**config.mk**
```make
export PLATFORM = sky130hd
export DESIGN_NAME = excl_hword_store
export DESIGN_NICKNAME = d
export VERILOG_FILES = /design/src/rtl/exs_pkg.sv /design/src/rtl/exs_ovl_res.sv /design/src/rtl/exs_decode.sv /design/src/rtl/exs_monitor.sv /design/src/rtl/exs_ctrl.sv /design/src/rtl/excl_hword_store.sv
export SDC_FILE = /design/constraint.sdc
export NUM_CORES = 1
export LEC_CHECK = 0
export BUFFER_PORTS_ARGS = -buffer_cell sky130_fd_sc_hd__buf_4
export CORE_ASPECT_RATIO = 1.2
export CORE_UTILIZATION = 45
export DETAILED_ROUTE_END_ITERATION = 8
export PLACE_DENSITY = 0.78
export SLEW_MARGIN = 0
export SYNTH_ARGS = -nofsm -noshare
export SYNTH_HDL_FRONTEND = slang
export SYNTH_HIERARCHICAL = 1
export SYNTH_SLANG_ARGS = --single-unit
```
**constraint.sdc**
```tcl
create_clock -name clk_i -period 2.7 [get_ports clk_i]
set_input_delay 0.405 -clock clk_i [delete_from_list [all_inputs] [get_ports clk_i]]
set_output_delay 0.405 -clock clk_i [all_outputs]
set_load 0.03 [all_outputs]
```
**src/rtl/exs_pkg.sv**
```systemverilog
package exs_pkg;
  typedef enum logic [1:0] {
    OVL_UNKNOWN = 2'd0,
    OVL_KEEP    = 2'd1,
    OVL_UNDEF   = 2'd2,
    OVL_NOP     = 2'd3
  } ovl_policy_e;

  typedef enum logic [1:0] {
    ST_IDLE,
    ST_ORDER,
    ST_CHECK,
    ST_COMMIT
  } exs_state_e;

  typedef struct packed {
    logic undef;
    logic nop;
    logic unk;
  } ovl_res_t;

  localparam logic [10:0] OPC_HI   = 11'b01001000000;
  localparam int unsigned IDX_W    = 5;
  localparam logic [4:0]  IDX_SP   = 5'd31;
  localparam int unsigned HALF_W   = 16;
  localparam int unsigned STATUS_W = 32;
endpackage

```
**src/rtl/exs_ovl_res.sv**
```systemverilog
module exs_ovl_res
  import exs_pkg::*;
#(
  parameter ovl_policy_e POLICY = OVL_KEEP
) (
  input  logic     hit_i,
  output ovl_res_t res_o
);
  generate
    if (POLICY == OVL_UNKNOWN) begin : g_unk
      assign res_o = '{undef: 1'b0, nop: 1'b0, unk: hit_i};
    end else if (POLICY == OVL_UNDEF) begin : g_undef
      assign res_o = '{undef: hit_i, nop: 1'b0, unk: 1'b0};
    end else if (POLICY == OVL_NOP) begin : g_nop
      assign res_o = '{undef: 1'b0, nop: hit_i, unk: 1'b0};
    end else begin : g_keep
      assign res_o = '{undef: 1'b0, nop: 1'b0, unk: 1'b0};
    end
  endgenerate
endmodule

```
**src/rtl/exs_decode.sv**
```systemverilog
module exs_decode
  import exs_pkg::*;
#(
  parameter ovl_policy_e DATA_OVL = OVL_KEEP,
  parameter ovl_policy_e BASE_OVL = OVL_KEEP
) (
  input  logic [10:0]      opc_i,
  input  logic             b15_i,
  input  logic [IDX_W-1:0] s_idx_i,
  input  logic [IDX_W-1:0] n_idx_i,
  input  logic [IDX_W-1:0] t_idx_i,
  output logic             legal_o,
  output logic             base_sp_o,
  output ovl_res_t         data_res_o,
  output ovl_res_t         base_res_o
);
  logic data_hit, base_hit;

  assign legal_o   = (opc_i == OPC_HI) && b15_i;
  assign base_sp_o = (n_idx_i == IDX_SP);
  assign data_hit  = (s_idx_i == t_idx_i);
  assign base_hit  = (s_idx_i == n_idx_i) && !base_sp_o;

  exs_ovl_res #(.POLICY(DATA_OVL)) i_data_ovl (
    .hit_i (data_hit),
    .res_o (data_res_o)
  );

  exs_ovl_res #(.POLICY(BASE_OVL)) i_base_ovl (
    .hit_i (base_hit),
    .res_o (base_res_o)
  );
endmodule

```
**src/rtl/exs_monitor.sv**
```systemverilog
module exs_monitor #(
  parameter int unsigned AW = 64
) (
  input  logic          clk_i,
  input  logic          rst_ni,
  input  logic          set_i,
  input  logic [AW-1:0] set_addr_i,
  input  logic          clr_i,
  input  logic [AW-1:0] chk_addr_i,
  output logic          valid_o,
  output logic          pass_o
);
  logic          valid_q;
  logic [AW-1:0] addr_q;

  // a new reservation wins over a same-cycle clear
  always_ff @(posedge clk_i or negedge rst_ni) begin
    if (!rst_ni) begin
      valid_q <= 1'b0;
      addr_q  <= '0;
    end else if (set_i) begin
      valid_q <= 1'b1;
      addr_q  <= set_addr_i;
    end else if (clr_i) begin
      valid_q <= 1'b0;
    end
  end

  assign valid_o = valid_q;
  assign pass_o  = valid_q && (addr_q[AW-1:1] == chk_addr_i[AW-1:1]);

  assert_set_R2: assert property (@(posedge clk_i) disable iff (!rst_ni)
    set_i |=> valid_q && (addr_q == $past(set_addr_i)));
endmodule

```
**src/rtl/exs_ctrl.sv**
```systemverilog
module exs_ctrl
  import exs_pkg::*;
(
  input  logic clk_i,
  input  logic rst_ni,
  input  logic start_i,
  input  logic pend_empty_i,
  output logic accept_o,
  output logic check_o,
  output logic commit_o,
  output logic busy_o
);
  exs_state_e state_q, state_d;

  always_comb begin
    state_d = state_q;
    unique case (state_q)
      ST_IDLE:   if (start_i) state_d = ST_ORDER;
      ST_ORDER:  if (pend_empty_i) state_d = ST_CHECK;
      ST_CHECK:  state_d = ST_COMMIT;
      ST_COMMIT: state_d = ST_IDLE;
      default:   state_d = ST_IDLE;
    endcase
  end

  always_ff @(posedge clk_i or negedge rst_ni) begin
    if (!rst_ni) state_q <= ST_IDLE;
    else         state_q <= state_d;
  end

  assign accept_o = (state_q == ST_IDLE) && start_i;
  assign check_o  = (state_q == ST_CHECK);
  assign commit_o = (state_q == ST_COMMIT);
  assign busy_o   = (state_q != ST_IDLE);

  assert_commit_follows_check_R11: assert property (@(posedge clk_i) disable iff (!rst_ni)
    check_o |=> commit_o);
endmodule

```
**src/rtl/excl_hword_store.sv**
```systemverilog
module excl_hword_store
  import exs_pkg::*;
#(
  parameter int unsigned AW       = 64,
  parameter int unsigned SP_ALIGN = 4,
  parameter ovl_policy_e DATA_OVL = OVL_KEEP,
  parameter ovl_policy_e BASE_OVL = OVL_KEEP,
  parameter logic [15:0] UNK_DATA = 16'h0000,
  parameter logic [AW-1:0] UNK_ADDR = '0
) (
  input  logic          clk_i,
  input  logic          rst_ni,
  input  logic          start_i,
  input  logic [31:0]   insn_i,
  input  logic          pend_empty_i,
  input  logic          ldx_i,
  input  logic [AW-1:0] ldx_addr_i,
  input  logic [AW-1:0] sp_i,
  output logic [4:0]    rf_base_idx_o,
  input  logic [AW-1:0] rf_base_i,
  output logic [4:0]    rf_data_idx_o,
  input  logic [15:0]   rf_data_i,
  output logic          mem_we_o,
  output logic [AW-1:0] mem_addr_o,
  output logic [15:0]   mem_wdata_o,
  output logic          rf_we_o,
  output logic [4:0]    rf_waddr_o,
  output logic [31:0]   rf_wdata_o,
  output logic          abort_align_o,
  output logic          abort_sp_o,
  output logic          undef_o,
  output logic          busy_o,
  output logic          done_o
);
  logic accept, check, commit;

  // latched instruction fields; bits [14:10] are not retained
  logic [10:0]      opc_q;
  logic             b15_q;
  logic [IDX_W-1:0] s_q, n_q, t_q;
  logic             sbo_unused;
  assign sbo_unused = ^insn_i[14:10];

  always_ff @(posedge clk_i or negedge rst_ni) begin
    if (!rst_ni) begin
      opc_q <= '0;
      b15_q <= 1'b0;
      s_q   <= '0;
      n_q   <= '0;
      t_q   <= '0;
    end else if (accept) begin
      opc_q <= insn_i[31:21];
      b15_q <= insn_i[15];
      s_q   <= insn_i[20:16];
      n_q   <= insn_i[9:5];
      t_q   <= insn_i[4:0];
    end
  end

  exs_ctrl i_ctrl (
    .clk_i        (clk_i),
    .rst_ni       (rst_ni),
    .start_i      (start_i),
    .pend_empty_i (pend_empty_i),
    .accept_o     (accept),
    .check_o      (check),
    .commit_o     (commit),
    .busy_o       (busy_o)
  );

  logic     legal, base_sp;
  ovl_res_t data_res, base_res;

  exs_decode #(.DATA_OVL(DATA_OVL), .BASE_OVL(BASE_OVL)) i_decode (
    .opc_i      (opc_q),
    .b15_i      (b15_q),
    .s_idx_i    (s_q),
    .n_idx_i    (n_q),
    .t_idx_i    (t_q),
    .legal_o    (legal),
    .base_sp_o  (base_sp),
    .data_res_o (data_res),
    .base_res_o (base_res)
  );

  assign rf_base_idx_o = n_q;
  assign rf_data_idx_o = t_q;

  logic [AW-1:0] addr_c;
  logic [15:0]   data_c;
  logic          sp_bad;

  always_comb begin
    if (base_res.unk)  addr_c = UNK_ADDR;
    else if (base_sp)  addr_c = sp_i;
    else               addr_c = rf_base_i;
    data_c = data_res.unk ? UNK_DATA : rf_data_i;
    sp_bad = base_sp && (sp_i[SP_ALIGN-1:0] != '0);
  end

  logic mon_valid, mon_pass, mon_clr;

  // outcome of the check cycle
  logic c_mem_we, c_rf_we, c_status, c_ab_al, c_ab_sp, c_undef, c_clr;

  always_comb begin
    c_mem_we = 1'b0;
    c_rf_we  = 1'b0;
    c_status = 1'b1;
    c_ab_al  = 1'b0;
    c_ab_sp  = 1'b0;
    c_undef  = 1'b0;
    c_clr    = 1'b0;
    if (!legal || data_res.undef) begin
      c_undef = 1'b1;
    end else if (data_res.nop) begin
      c_undef = 1'b0;
    end else if (base_res.undef) begin
      c_undef = 1'b1;
    end else if (base_res.nop) begin
      c_undef = 1'b0;
    end else begin
      c_clr = 1'b1;
      if (sp_bad) begin
        c_ab_sp = 1'b1;
      end else if (mon_pass && addr_c[0]) begin
        c_ab_al = 1'b1;
      end else if (mon_pass) begin
        c_mem_we = 1'b1;
        c_rf_we  = 1'b1;
        c_status = 1'b0;
      end else begin
        c_rf_we  = 1'b1;
      end
    end
  end

  logic          r_mem_we, r_rf_we, r_status, r_ab_al, r_ab_sp, r_undef, r_clr;
  logic [AW-1:0] r_addr;
  logic [15:0]   r_data;

  always_ff @(posedge clk_i or negedge rst_ni) begin
    if (!rst_ni) begin
      r_mem_we <= 1'b0;
      r_rf_we  <= 1'b0;
      r_status <= 1'b0;
      r_ab_al  <= 1'b0;
      r_ab_sp  <= 1'b0;
      r_undef  <= 1'b0;
      r_clr    <= 1'b0;
      r_addr   <= '0;
      r_data   <= '0;
    end else if (check) begin
      r_mem_we <= c_mem_we;
      r_rf_we  <= c_rf_we;
      r_status <= c_status;
      r_ab_al  <= c_ab_al;
      r_ab_sp  <= c_ab_sp;
      r_undef  <= c_undef;
      r_clr    <= c_clr;
      r_addr   <= addr_c;
      r_data   <= data_c;
    end
  end

  assign mon_clr = commit && r_clr;

  exs_monitor #(.AW(AW)) i_monitor (
    .clk_i      (clk_i),
    .rst_ni     (rst_ni),
    .set_i      (ldx_i),
    .set_addr_i (ldx_addr_i),
    .clr_i      (mon_clr),
    .chk_addr_i (addr_c),
    .valid_o    (mon_valid),
    .pass_o     (mon_pass)
  );

  assign done_o        = commit;
  assign mem_we_o      = commit && r_mem_we;
  assign mem_addr_o    = mem_we_o ? r_addr : '0;
  assign mem_wdata_o   = mem_we_o ? r_data : '0;
  assign rf_we_o       = commit && r_rf_we;
  assign rf_waddr_o    = rf_we_o ? s_q : '0;
  assign rf_wdata_o    = rf_we_o ? {{(STATUS_W-1){1'b0}}, r_status} : '0;
  assign abort_align_o = commit && r_ab_al;
  assign abort_sp_o    = commit && r_ab_sp;
  assign undef_o       = commit && r_undef;

  assert_abort_quiet_R8: assert property (@(posedge clk_i) disable iff (!rst_ni)
    (abort_align_o || abort_sp_o) |-> !mem_we_o && !rf_we_o);
  assert_undef_quiet_R1: assert property (@(posedge clk_i) disable iff (!rst_ni)
    undef_o |-> !mem_we_o && !rf_we_o && !abort_align_o && !abort_sp_o);
  assert_status_zext_R4: assert property (@(posedge clk_i) disable iff (!rst_ni)
    rf_we_o |-> (rf_wdata_o[31:1] == '0));
  assert_store_status_R3: assert property (@(posedge clk_i) disable iff (!rst_ni)
    mem_we_o |-> rf_we_o && !rf_wdata_o[0]);
  assert_store_reserved_R5: assert property (@(posedge clk_i) disable iff (!rst_ni)
    mem_we_o |-> mon_valid);
  assert_store_aligned_R7: assert property (@(posedge clk_i) disable iff (!rst_ni)
    mem_we_o |-> !mem_addr_o[0]);
  assert_done_pulse_R11: assert property (@(posedge clk_i) disable iff (!rst_ni)
    done_o |=> !done_o);
  assert_one_abort_R6: assert property (@(posedge clk_i) disable iff (!rst_ni)
    !(abort_sp_o && abort_align_o));
endmodule

```
==> flow_summary.json <==
{
  "status": "finished, violations left",
  "violations": "setup timing",
  "cts-root-buf": "clkbuf_16",
  "power.density_mw_per_mm2": 763,
  "synthToLayoutAreaGrowth_pct": 42.5,
  "die_h_um": 162,
  "peakVddDrop_mv": 0.623,
  "avgRoutedWirePerCell_um": 19.9,
  "synth_area_mm2": 0.00954,
  "setup_viol": 4,
  "multi_input_area_mm2": 0.00462,
  "critPathMaxFanout": 4,
  "utilization_pct": 65.1,
  "tritoncts": "yes",
  "maxSlewViolCount": 0,
  "startpoint_type": "flip-flop",
  "numCtsBuffers": 17,
  "power_mw": 10.4,
  "grt_pass1_vias": 8390,
  "insertion_delay_ps": 430,
  "tightest_slew_ps": 593,
  "yosysWarnings": 6,
  "hold_viol": 0,
  "die_area_mm2": 0.0218,
  "fin_crit_sh_pct": 116,
  "drcViolationCount": 0,
  "routabilityCongestion": 0.880,
  "arrival_ps": 3440,
  "core_area_mm2": 0.0209,
  "grt_usage_pct": 28.6,
  "path_class": "reg -> reg",
  "clock-sinks": 180,
  "drt_iter0_drc": 391,
  "drtAntennaViolNets": 0,
  "synthCells": 876,
  "antenna_found_initial": 0,
  "maxCapViolCount": 0,
  "leakage_nw": 6.71,
  "grt_pass1_wl_um": 46700,
  "nets": 1496,
  "fill_cells": 1680,
  "route.final.wire_length_um": 30500,
  "rsz0062_at_grt": "yes",
  "first_pass_iters": 4,
  "path_clk_slew_ps": 80,
  "skew_ps": 11.9,
  "relSlewSlack_pct": 60.5,
  "required_ps": 3010,
  "period_minus_slack_ps": 3130,
  "die_w_um": 135,
  "grt_overflow": 0,
  "grt_max_degree": 67,
  "hold_path.class": "in -> reg",
  "final.setup.tns_ps": -1500,
  "fin_ws_ps": -430,
  "viasPerCell": 5.20,
  "num_io_pins": 379,
  "clock.fmax_mhz": 320,
  "end_kind": "flip-flop",
  "placementRows": 58,
  "io_buffers": 341,
  "diodes": 0,
  "cts.path.max_buffers": 2,
  "regArea_mm2": 0.00451,
  "drive_gt1_share_pct": 49.2,
  "dr_total_vias": 7958,
  "htree_levels": 4,
  "initial_core_util_pct": 45.6,
  "dp_hpwl_um": 22100,
  "avgSynthCellArea_um2": 10.9
}
## worst paths after layout
check | startpoint | slack, ps | endpoint | cells after the start
worst max register to register | rf_base_idx_o[2] | -430 | r_status | 14
worst max-delay path | rf_base_idx_o[2] | -430 | r_status | 14
worst min-delay path | ldx_addr_i[26] | 180 | i_monitor/addr_q[26] | 3
max in group asynchronous | rst_ni | 1400 | i_monitor/addr_q[5] | 3
min in group asynchronous | rst_ni | 530 | r_addr[45] | 2
worst min register to register | r_status | 500 | r_status | 1
## routing by layer
metal | track usage, % | vias to the layer above | share of wire (%)
li1 | - | 3691 | -
met1 | 33.2 | 3901 | 39
met2 | 49.8 | 303 | 52
met3 | 7.00 | 63 | 5.7
met4 | 12.6 | 0 | 3.7
met5 | 0 | - | 0
## critical path, cell delays in order, from the launching register on
cell,delay (ps)
dfrtp_2,390
nand3_4,90
nor2_4,180
buf_12,140
buf_12,120
mux2i_1,190
nor2_1,100
xnor2_2,250
buf_4,160
nand4_1,150
nor4_2,360
nand4_1,230
nor4_4,220
nand2_2,130
o32a_1,300
## area by class of cell
| class | instances | share of cell area (%) |
|---|---|---|
| clock buffers | 17 | 3.13 |
| inverters | 47 | 1.30 |
| multi-input cells | 587 | 34.0 |
| clock inverters | 15 | 1.21 |
| well taps | 270 | 2.48 |
| flip-flops and latches | 180 | 33.2 |
| repair buffers | 413 | 24.7 |
## report_power, final
group	leakage (nW)	total [mW]	switching, mW	internal, mW
logic	4.22	3.78	1.84	1.94
clock network	0.283	2.50	1.18	1.32
registers	2.21	4.09	0.485	3.60
## per-stage QoR
stage	area, µm²	setup WS [ps]	instances	hold WS [ps]
after floorplan	9680	8.62	910	109
after global placement	12600	-651	1474	448
after detailed placement	12600	-611	1474	449
after CTS	13400	-433	1522	172
after global routing	13600	-523	1529	179
final	13600	-430	1529	181
## registers in the layout, indices dropped and copies added (netlist names)
register / count
r_status: 1
i_monitor/addr_q: 63
r_addr: 64
r_data: 16
b15_q: 1
opc_q: 11
r_clr: 1
r_undef: 1
r_rf_we: 1
r_ab_al: 1
i_monitor/valid_o: 1
r_ab_sp: 1
i_ctrl/state_q: 2
rf_data_idx_o: 5
r_mem_we: 1
s_q: 5
rf_base_idx_o: 5
## cell usage in the layout, fill, tap and decap left out, types with 4 or more instances in the layout
master and n:
inv_8 5, and2_1 7, nor2_2 7, dfrtp_1 174, nor4_2 4, buf_6 5, mux2i_1 59, o21ai_0 36
mux2i_2 4, o2bb2ai_1 7, nand2b_1 6, buf_12 14, xor2_1 14, clkbuf_16 18, mux2_2 135, nand2_1 21
conb_1 37, nand3b_1 16, nor2_1 62, dfrtp_2 6, and3_1 87, nor4_1 4, xnor2_1 23, buf_4 388
o22ai_1 8, nand4_1 10, inv_1 47
## timing repair
action / 4_1_cts / 5_1_grt
hold endpoints to repair: 12 / 0
buffers inserted: 14 / 6
resized for setup: 23 / 18
gates cloned: 1 / 1
pin swaps: 7 / 11
hold buffers: 1 / 0
setup endpoints to repair: 4 / 4
No activity file was read; power rests on OpenSTA's default activity.
